$ cat src/rtl/memtype_pkg.sv
`timescale 1ns/1ps
package memtype_pkg;
    localparam int PG_BITS   = 12;
    localparam int VALID_BIT = 11;
    localparam int VAR_EN    = 1;
    localparam int FIX_SLOTS = 88;
    localparam int SLOT_W    = 7;

    localparam logic [7:0] MT_UC   = 8'h00;
    localparam logic [7:0] MT_WT   = 8'h04;
    localparam logic [7:0] MT_WB   = 8'h06;
    localparam logic [7:0] MT_NONE = 8'hFF;

    // Slot chosen by an address below 1 MiB: three bands of finer granularity.
    function automatic logic [SLOT_W-1:0] fix_slot_of(input logic [19:0] a);
        if (!a[19])
            return {4'd0, a[18:16]};
        else if (!a[18])
            return 7'd8 + {3'd0, a[17:14]};
        else
            return 7'd24 + {1'b0, a[17:12]};
    endfunction
endpackage

$ cat src/rtl/mtr_fixed_bank.sv
`timescale 1ns/1ps
module mtr_fixed_bank
    import memtype_pkg::*;
(
    input  logic              clk,
    input  logic              rst_n,
    input  logic              wr_en,
    input  logic [SLOT_W-1:0] wr_slot,
    input  logic [7:0]        wr_type,
    input  logic [19:0]       rd_addr,
    output logic [7:0]        rd_type
);
    logic [FIX_SLOTS-1:0][7:0] tbl_d, tbl_q;

    always_comb begin
        tbl_d = tbl_q;
        if (wr_en && (int'(wr_slot) < FIX_SLOTS))
            tbl_d[wr_slot] = wr_type;
    end

    always_ff @(posedge clk or negedge rst_n) begin
        if (!rst_n) tbl_q <= '0;
        else        tbl_q <= tbl_d;
    end

    assign rd_type = tbl_q[fix_slot_of(rd_addr)];
endmodule

$ cat src/rtl/mtr_var_bank.sv
`timescale 1ns/1ps
module mtr_var_bank #(
    parameter int ADDR_W  = 36,
    parameter int NUM_VAR = 8,
    parameter int IDX_W   = (NUM_VAR > 1) ? $clog2(NUM_VAR) : 1
) (
    input  logic                            clk,
    input  logic                            rst_n,
    input  logic                            wr_en,
    input  logic                            wr_mask_sel,
    input  logic [IDX_W-1:0]                wr_idx,
    input  logic [ADDR_W-1:0]               wr_data,
    output logic [NUM_VAR-1:0][ADDR_W-1:0]  base_q,
    output logic [NUM_VAR-1:0][ADDR_W-1:0]  mask_q
);
    logic [NUM_VAR-1:0][ADDR_W-1:0] base_d, mask_d;

    always_comb begin
        base_d = base_q;
        mask_d = mask_q;
        if (wr_en && (int'(wr_idx) < NUM_VAR)) begin
            if (wr_mask_sel) mask_d[wr_idx] = wr_data;
            else             base_d[wr_idx] = wr_data;
        end
    end

    always_ff @(posedge clk or negedge rst_n) begin
        if (!rst_n) begin
            base_q <= '0;
            mask_q <= '0;
        end else begin
            base_q <= base_d;
            mask_q <= mask_d;
        end
    end
endmodule

$ cat src/rtl/mtr_var_scan.sv
`timescale 1ns/1ps
module mtr_var_scan
    import memtype_pkg::*;
#(
    parameter int ADDR_W  = 36,
    parameter int NUM_VAR = 8
) (
    input  logic [ADDR_W-1:0]               start,
    input  logic [ADDR_W-1:0]               end_incl,
    input  logic [NUM_VAR-1:0][ADDR_W-1:0]  base,
    input  logic [NUM_VAR-1:0][ADDR_W-1:0]  mask,
    output logic                            any_hit,
    output logic [7:0]                      hit_type,
    output logic                            split,
    output logic [ADDR_W-1:0]               end_incl_o
);
    localparam logic [ADDR_W-1:0] PG_KEEP  = {{(ADDR_W-PG_BITS){1'b1}}, {PG_BITS{1'b0}}};
    localparam logic [ADDR_W-1:0] PG_STEP  = {{(ADDR_W-PG_BITS-1){1'b0}}, 1'b1, {PG_BITS{1'b0}}};
    localparam logic [ADDR_W-1:0] ONE_A    = {{(ADDR_W-1){1'b0}}, 1'b1};

    always_comb begin
        logic [ADDR_W-1:0] cur_end, b, m, pe;
        logic [7:0]        acc, cur;
        logic              stop, s_in, e_in;
        cur_end = end_incl;
        acc     = MT_NONE;
        stop    = 1'b0;
        split   = 1'b0;
        b = '0; m = '0; pe = '0; cur = '0; s_in = 1'b0; e_in = 1'b0;
        for (int i = 0; i < NUM_VAR; i++) begin
            b    = base[i] & PG_KEEP;
            m    = mask[i] & PG_KEEP;
            cur  = base[i][7:0];
            s_in = ((start & m) == (b & m));
            e_in = ((cur_end & m) == (b & m));
            if (!stop && mask[i][VALID_BIT]) begin
                if (s_in != e_in) begin
                    pe = s_in ? (b + (~m + ONE_A)) : b;
                    if (pe <= start) pe = start + PG_STEP;
                    cur_end = pe - ONE_A;
                    split   = 1'b1;
                end
                if (s_in) begin
                    if (acc == MT_NONE) begin
                        acc = cur;
                    end else if (acc == MT_UC || cur == MT_UC) begin
                        acc  = MT_UC;
                        stop = 1'b1;
                    end else if ((acc == MT_WB && cur == MT_WT) ||
                                 (acc == MT_WT && cur == MT_WB)) begin
                        acc = MT_WT;
                    end else if (acc != cur) begin
                        acc  = MT_UC;
                        stop = 1'b1;
                    end
                end
            end
        end
        any_hit    = (acc != MT_NONE);
        hit_type   = acc;
        end_incl_o = cur_end;
    end
endmodule

$ cat src/rtl/memtype_resolver.sv
`timescale 1ns/1ps
module memtype_resolver
    import memtype_pkg::*;
#(
    parameter int ADDR_W    = 36,
    parameter int NUM_VAR   = 8,
    parameter int HAS_FIXED = 1,
    parameter int IDX_W     = (NUM_VAR > 1) ? $clog2(NUM_VAR) : 1
) (
    input  logic              clk,
    input  logic              rst_n,
    input  logic              ctl_we,
    input  logic [7:0]        ctl_def_type,
    input  logic [1:0]        ctl_en,
    input  logic              fix_we,
    input  logic [6:0]        fix_slot,
    input  logic [7:0]        fix_type,
    input  logic              var_we,
    input  logic              var_mask_sel,
    input  logic [IDX_W-1:0]  var_idx,
    input  logic [ADDR_W-1:0] var_wdata,
    input  logic              q_valid,
    input  logic [ADDR_W-1:0] q_start,
    input  logic [ADDR_W-1:0] q_end,
    output logic              r_valid,
    output logic [7:0]        r_type,
    output logic              r_repeat,
    output logic [ADDR_W-1:0] r_part_end
);
    localparam logic [ADDR_W-1:0] ONE_A = {{(ADDR_W-1){1'b0}}, 1'b1};

    typedef struct packed {
        logic [7:0]        def_type;
        logic [1:0]        en;
        logic              cfg;
        logic              rv;
        logic [7:0]        rtype;
        logic              rrep;
        logic [ADDR_W-1:0] rend;
    } state_t;

    state_t st_d, st_q;

    logic [NUM_VAR-1:0][ADDR_W-1:0] base_w, mask_w;
    logic [ADDR_W-1:0] end_incl, scan_end;
    logic [7:0]        scan_type, fix_rd;
    logic              scan_hit, scan_rep, in_fixed;

    assign end_incl = q_end - ONE_A;

    mtr_var_bank #(.ADDR_W(ADDR_W), .NUM_VAR(NUM_VAR), .IDX_W(IDX_W)) u_vbank (
        .clk(clk), .rst_n(rst_n), .wr_en(var_we), .wr_mask_sel(var_mask_sel),
        .wr_idx(var_idx), .wr_data(var_wdata), .base_q(base_w), .mask_q(mask_w)
    );

    mtr_var_scan #(.ADDR_W(ADDR_W), .NUM_VAR(NUM_VAR)) u_scan (
        .start(q_start), .end_incl(end_incl), .base(base_w), .mask(mask_w),
        .any_hit(scan_hit), .hit_type(scan_type), .split(scan_rep),
        .end_incl_o(scan_end)
    );

    generate
        if (HAS_FIXED != 0) begin : g_fix
            mtr_fixed_bank u_fbank (
                .clk(clk), .rst_n(rst_n), .wr_en(fix_we), .wr_slot(fix_slot),
                .wr_type(fix_type), .rd_addr(q_start[19:0]), .rd_type(fix_rd)
            );
            assign in_fixed = (q_start[ADDR_W-1:20] == '0);
        end else begin : g_nofix
            assign fix_rd   = MT_NONE;
            assign in_fixed = 1'b0;
        end
    endgenerate

    always_comb begin
        st_d    = st_q;
        st_d.rv = q_valid;
        if (ctl_we) begin
            st_d.def_type = ctl_def_type;
            st_d.en       = ctl_en;
            st_d.cfg      = 1'b1;
        end
        if (q_valid) begin
            st_d.rrep = 1'b0;
            st_d.rend = q_end;
            if (!st_q.cfg || st_q.en == 2'b00) begin
                st_d.rtype = MT_NONE;
            end else if (in_fixed) begin
                st_d.rtype = fix_rd;
            end else if (!st_q.en[VAR_EN]) begin
                st_d.rtype = st_q.def_type;
            end else begin
                st_d.rtype = scan_hit ? scan_type : st_q.def_type;
                st_d.rrep  = scan_rep;
                st_d.rend  = scan_end + ONE_A;
            end
        end
    end

    always_ff @(posedge clk or negedge rst_n) begin
        if (!rst_n) begin
            st_q       <= '0;
            st_q.rtype <= MT_NONE;
        end else begin
            st_q <= st_d;
        end
    end

    assign r_valid    = st_q.rv;
    assign r_type     = st_q.rtype;
    assign r_repeat   = st_q.rrep;
    assign r_part_end = st_q.rend;
endmodule

$ cat config.mk
export PLATFORM = sky130hd
export DESIGN_NAME = memtype_resolver
export DESIGN_NICKNAME = d
export VERILOG_FILES = /design/src/rtl/memtype_pkg.sv /design/src/rtl/mtr_fixed_bank.sv /design/src/rtl/mtr_var_bank.sv /design/src/rtl/mtr_var_scan.sv /design/src/rtl/memtype_resolver.sv
export SDC_FILE = /design/constraint.sdc
export NUM_CORES = 2
export LEC_CHECK = 0
export ABC_CLOCK_PERIOD_IN_PS = 21200
export BUFFER_PORTS_ARGS = -buffer_cell sky130_fd_sc_hd__buf_4
export CORE_ASPECT_RATIO = 1.2
export CORE_MARGIN = 4
export CORE_UTILIZATION = 53
export CTS_BUF_LIST = sky130_fd_sc_hd__clkbuf_8
export DETAILED_ROUTE_END_ITERATION = 7
export PLACE_DENSITY_LB_ADDON = 0.2
export SYNTH_ARGS = -nofsm -noshare
export SYNTH_HDL_FRONTEND = slang
export SYNTH_SLANG_ARGS = --single-unit
$ cat constraint.sdc
create_clock -name clk -period 21.2 [get_ports clk]
set_input_delay 1.06 -clock clk [delete_from_list [all_inputs] [get_ports clk]]
set_output_delay 1.06 -clock clk [all_outputs]
set_load 0.005 [all_outputs]
After elaboration in Yosys (flattened, before gate mapping)
Cells that the tools add are included.
- input bits: 143
- output and inout bits: 46
- logic and storage cells: 479
- flip-flop bits (word level): 1337
- equality and inequality tests: 67
- $lt $le $gt $ge: 14
- add/subtract/negate cells: 29
- muxes and demuxes: 162
- reductions and logical operators: 63
- bitwise logic cells: 33
- operator list (kind ; number):
    2-to-1 mux 36 bit ; 49
    bitwise AND 36 bit ; 24
    bitwise mux 704 bit ; 1
    bitwise mux 288 bit ; 2
    == test 36 bit ; 16
    2-to-1 mux 8 bit ; 50
    adder 36 x 1 -> 36 bit, second input constant ; 9
    subtractor 36 x 1 -> 36 bit, second input constant ; 9
    adder 36 bit ; 8
    less-or-equal comparator 36 bit ; 8
    inverter 36 bit ; 8
    == test 8 x 3 -> 1 bit, second input constant ; 28
    logical NOT 8 bit ; 14
    2-to-1 mux 37 bit ; 3
    demux 36 bit (select 3 bit) ; 1
    binary-select mux 8 bit (select 7 bit) ; 1
    demux 8 bit (select 7 bit) ; 1
    == test 8 bit, second input constant ; 7
    inequality test 8 bit ; 7
    2-to-1 mux 1 bit ; 52
    adder 36 x 13 -> 36 bit, second input constant ; 1
    logical AND 1 bit ; 23
    logical NOT 16 bit ; 1
    < comparator 7 x 8 -> 1 bit, second input constant ; 2
    14 further kinds ; 43

Longest topological paths before layout
- depth after elaboration: 71
- gate-level depth with buffers: 98
- gate-level depth less buffers: 82

Cells and area by module
A second synthesis with hierarchy kept.
- cells, all modules: 10332
- area, all modules: 99574.2 um^2
- by module, submodules not included (module ; area an instance (um^2) ; cells an instance ; instances ; seq. area each (um^2)):
    mtr_var_scan ; 40159.8 ; 5865 ; 1 ; 0.0
    mtr_fixed_bank ; 33079.2 ; 2679 ; 1 ; 17616.9
    mtr_var_bank ; 21996.1 ; 1270 ; 1 ; 14413.8
    memtype_resolver ; 4339.2 ; 518 ; 1 ; 1436.4

Worst setup path after synthesis
No wires, ideal clock.
- kind: input port to flip-flop
- from: input q_start[18]
- to: register st_q (netlist bit r_part_end[26])
- required time: 21.075 ns
- setup slack: 0.159 ns
- setup time: 0.125 ns
- arrival time: 20.917 ns
- buffers on the path: 16
- stages on the path: 87
- cell sequence: buf_2 > a21o_1 > a211oi_1 > nand4_1 > nor3_2 > buf_2 > clkbuf_1 > a21oi_1 > ha_1 > nand4_1 > nor4_1 > o21ai_1 > o211a_2 > nand2_1 > ha_1 > clkbuf_1 > and3_1 > nand2_1 > [51 not listed] > a21boi_2 > buf_6 > buf_8 > buf_8 > buf_4 > mux2i_1 > ha_1 > nor3b_1 > nand2_1 > nor4_1 > nand2_1 > or2_0 > mux2_2 > nor2_1 > nand4_1 > xor2_1 > o21ai_1 > mux2_2
- longest elaborated chain between the ends: 59
- elaborated cells between the ends (all ways): 241
- classes of those cells: add/sub (10); order compare (8); eq/ne (47); mux (119); bitwise (15); reduce/logical (42)
- ends and longest elaborated chain (what ; RTL line ; source):
    start: declaration ; memtype_resolver.sv:23 ; input logic [ADDR_W-1:0] q_start,
    parallel branches: the longest is 54 deep, another holds less-or-equal comparator 36 bit ; -- ;
    2-to-1 mux 36 bit * ; mtr_var_scan.sv:36 ; if (!stop && mask[i][VALID_BIT]) begin
    adder 36 x 1 -> 36 bit * ; memtype_resolver.sv:95 ; st_d.rend = scan_end + ONE_A;
    2-to-1 mux 37 bit * ; memtype_resolver.sv:90 ; end else if (!st_q.en[VAR_EN]) begin
    2-to-1 mux 37 bit * ; memtype_resolver.sv:88 ; end else if (in_fixed) begin
    2-to-1 mux 37 bit * ; memtype_resolver.sv:86 ; if (!st_q.cfg || st_q.en == 2'b00) begin
    end signal: assignment ; memtype_resolver.sv:105 ; st_q <= st_d;
    end: declaration ; memtype_resolver.sv:42 ; state_t st_d, st_q;
Every way passes the cells marked *. The select of a mux whose other input is x is not followed.
A chain may end at the register's enable or synchronous reset.

Final worst setup path
- from: register u_vbank.base_q[16] (netlist bit)
- to: register st_q (netlist bit r_part_end[30])
- longest elaborated chain between the ends: 59
- elaborated cells between the ends (all ways): 186
- classes of those cells: add/sub (3); order compare (1); eq/ne (41); mux (91); bitwise (8); reduce/logical (42)
- ends and longest elaborated chain (what ; RTL line ; source):
    start: declaration ; mtr_var_bank.sv:13 ; output logic [NUM_VAR-1:0][ADDR_W-1:0] base_q,
    start signal: assignment ; mtr_var_bank.sv:32 ; base_q <= base_d;
    parallel branches: the longest is 54 deep, another holds adder 36 bit ; -- ;
    2-to-1 mux 36 bit * ; mtr_var_scan.sv:36 ;
    adder 36 x 1 -> 36 bit * ; memtype_resolver.sv:95 ;
    2-to-1 mux 37 bit * ; memtype_resolver.sv:90 ;
    2-to-1 mux 37 bit * ; memtype_resolver.sv:88 ;
    2-to-1 mux 37 bit * ; memtype_resolver.sv:86 ;
Marks and branches as above.

==> reports/qor.csv <==
stage,metric,value,unit
run_status,outcome,finished with violations,
run_status,violations,"design-rule violations, max-capacitance violations, max-slew violations",
critical_path,critPathMaxFanout,8,
place,hpwlAfterDp,316000,µm
pwr,powerDensity,89.0,mW/mm²
cts,cts_tree,yes,
floorplan,die_w,393,µm
yosys,yosysWarnings,0,
floorplan,chipHeight,471,µm
final_layout,drive_above_1_share,28.4,%
route,post-route-drc-count,2,
pwr,design_power_total,9.77,mW
final_layout,seqCellArea,0.0305,mm²
yosys,synth_top_area_share,32.0,%
critical_path,crit_top_cell,buf_4,
cts,clock-root-buffer,clkbuf_8,
final_layout,area_delta_synth_final,16.1,%
yosys,synth_fp_nets,10687,
final_layout,layout_common_cells,"dfrtp_1 (1203), mux2_2 (1151), nand2_1 (1144)",
timing,fin_skew,0.135,ns
cts,cts.sinks,1217,
yosys,syn_area,0.0945,mm²
route,drt_iter0_markers,9338,
critical_path,crit_path_max_incr_delay,0.62,ns
final_layout,num-fill-cells,14971,
route,wl_per_cell,32.3,µm
final_layout,fin_util,62.0,%
min_path,holdCritPathClass,input port to flop,
grt,grt_pass1_wl,604000,µm
cts,clk_latency,1.05,ns
cts,clockBufferDepth,3,
grt,grt_usage,44.9,%
timing,holdWs,0.274,ns
floorplan,fp.dieArea,0.185,mm²
route,drt_first_pass_iters,8,
grt,grt_antenna_before_repair,40,
timing,timing_hold_violations_final,0,
timing,setup_tns,0,ns
yosys,synth_edf_count,0,
job,drv_cap,1,
critical_path,arrival,21.62,ns
critical_path,cp-start-kind,flop,
pwr,ir_worst_vdd,0.0000794,V
timing,fmax,48.4,MHz
cts,htreeDepth,4,
critical_path,cp_slowest_cell,or4b_2,
critical_path,worstPathRequired,22.14,ns
timing,fin_crit_sh,97.6,%
yosys,netlist_instances,9955,
cts,numCtsBuffers,201,
route,antenna_left,0,
yosys,async_reset_ff_share,100,%
yosys,avgSynthCellArea,9.49,µm²
yosys,ys_ff_latch,1217,
yosys,synth_seq_area_share,32.2,%
timing,finalCriticalPeriod,20.68,ns
route,vias,86483,
timing,setup_viol,0,
route,drt_wl_total,427000,µm
floorplan,ios,189,
critical_path,path_class,flop to flop,
final_layout,fin_nets,11442,
pwr,p_leak,50.7,nW
yosys,ys_top_cells_by_area,"dfrtp_1 (32%), mux2_2 (14%), ha_1 (7.7%), xnor2_1 (4.9%), nand2_1 (4.6%)",
yosys,synth.distinct_cells,118,
place,io_buffers,185,
cts,path_clk_slew,0.07,ns
critical_path,endpoint_kind,flop,
timing,slew_violations,4,
timing,relSlewSlack,-6.03,%
floorplan,fp-row-count,169,
floorplan,coreArea,0.177,mm²
grt,grt-ovfl-total,0,
timing,tightest_slew,1.58,ns
final_layout,multi_input_area,0.0614,mm²
final_layout,mostFrequentLayoutCell,dfrtp_1,
grt,grt_max_degree,197,
yosys,yosysTopAreaCell,dfrtp_1,
yosys,synthFlopType,dfrtp_1,
floorplan,start_util,53.4,%
place,gp_congestion,1.08,
grt,grt_pass1_vias,85070,
route,via_per_inst,6.54,
-- stage by stage --
stage	area, µm²	setup slack, ns	std cells
after floorplan	94500	0.159	9955
after global placement	103000	-1.34	12782
after detailed placement	103000	-1.48	12782
after CTS	109000	0.00401	13170
after global routing	110000	-0.133	13191
final	110000	0.517	13228
-- worst paths after layout --
check	from	endpoint	slack, ns	cells after the start
worst max-delay path	u_vbank.base_q[16]$_DFFE_PN0P_	r_part_end[30]$_DFFE_PN0P_	0.52	90
worst min-delay path	ctl_def_type[4]	st_q[53]$_DFFE_PN0P_	0.27	3
min in group asynchronous	rst_n	u_vbank.mask_q[63]$_DFFE_PN0P_	0.54	2
worst min register to register	r_part_end[25]$_DFFE_PN0P_	r_part_end[25]$_DFFE_PN0P_	0.48	1
worst max register to register	u_vbank.base_q[16]$_DFFE_PN0P_	r_part_end[30]$_DFFE_PN0P_	0.52	90
max in group asynchronous	rst_n	g_fix.u_fbank.tbl_q[61]$_DFFE_PN0P_	16.97	5
-- cells in the mapped netlist (all sizes together) (47+ instances only) --
library cell  count
xor2            264
dfrtp          1209
and3             77
buf             179
ha              581
a31oi            81
o31ai            47
nor2            532
nand4           123
o21bai           66
mux2           1159
nor2b            59
nor3            174
mux4            176
mux2i           258
or2              49
nand2b           61
a21oi           477
inv             446
nand3           162
nand2          1157
and2             79
xnor2           525
o21ai           566
or3              57
nor4            121
a21o            150
a211oi          105
clkbuf          356
-- report_power, final --
| group | switching [mW] | internal, mW |
|---|---|---|
| Sequential | 0.348 | 2.63 |
| Clock | 1.11 | 1.28 |
| Combinational | 2.60 | 1.80 |
| Total | 4.06 | 5.71 |
-- registers in the layout, summed over array words and instances, names as in the netlist --
name	flops
u_vbank.base_q	256
r_type	8
g_fix.u_fbank.tbl_q	704
st_q	11
u_vbank.mask_q	200
r_part_end	36
r_valid	1
r_repeat	1
-- critical path: cells and delay by family (launching register included) --
kind | cells | cell delay [ns]
buffers and inverters | 17 | 2.79
AOI/OAI and AO/OA | 25 | 5.03
DFF | 1 | 0.39
adders and majority gates | 4 | 1.02
and+or+nand+nor | 32 | 8.54
muxes | 7 | 1.80
xor gates and xnor gates | 5 | 0.95
-- timing repair --
| action | in CTS | in global routing |
|---|---|---|
| cloned | 1 | 1 |
| endpoints found under the hold margin | 25 | 0 |
| buffers inserted | 13 | 17 |
| resized for setup | 52 | 189 |
| setup endpoints to repair | 34 | 32 |
| hold buffers | 1 | 0 |
| pin swaps | 20 | 76 |
-- cell type report --
class                   count  area share, %
clock buffers             264           3.31
inverters                 452           1.55
clock inverters           109          0.962
multi-input cells        7749           56.0
well taps                2308           2.63
repair buffers           1089           7.70
flip-flops and latches   1217           27.8
diodes                     40         0.0913
-- kinds of logic (layout without fill, tap and decap cells) --
family	count (synthesis)	count (layout)	synth area share (%)
AOI/OAI and AO/OA	1966	1966	13.3
xor gates and xnor gates	789	789	7.32
adders and majority gates	589	589	7.86
buffers and inverters	989	1914	4.34
DFF	1217	1217	32.2
muxes	1593	1593	20.8
other	0	40	0
and+or+nand+nor	2812	2812	14.2
-- per-layer routing --
layer / routed length (µm) / track usage [%]
met1: 150000 / 51.6
met2: 187000 / 69.0
met3: 41700 / 11.1
met4: 47800 / 41.1
met5: 88 / 0
(Power assumes the default switching activity.)
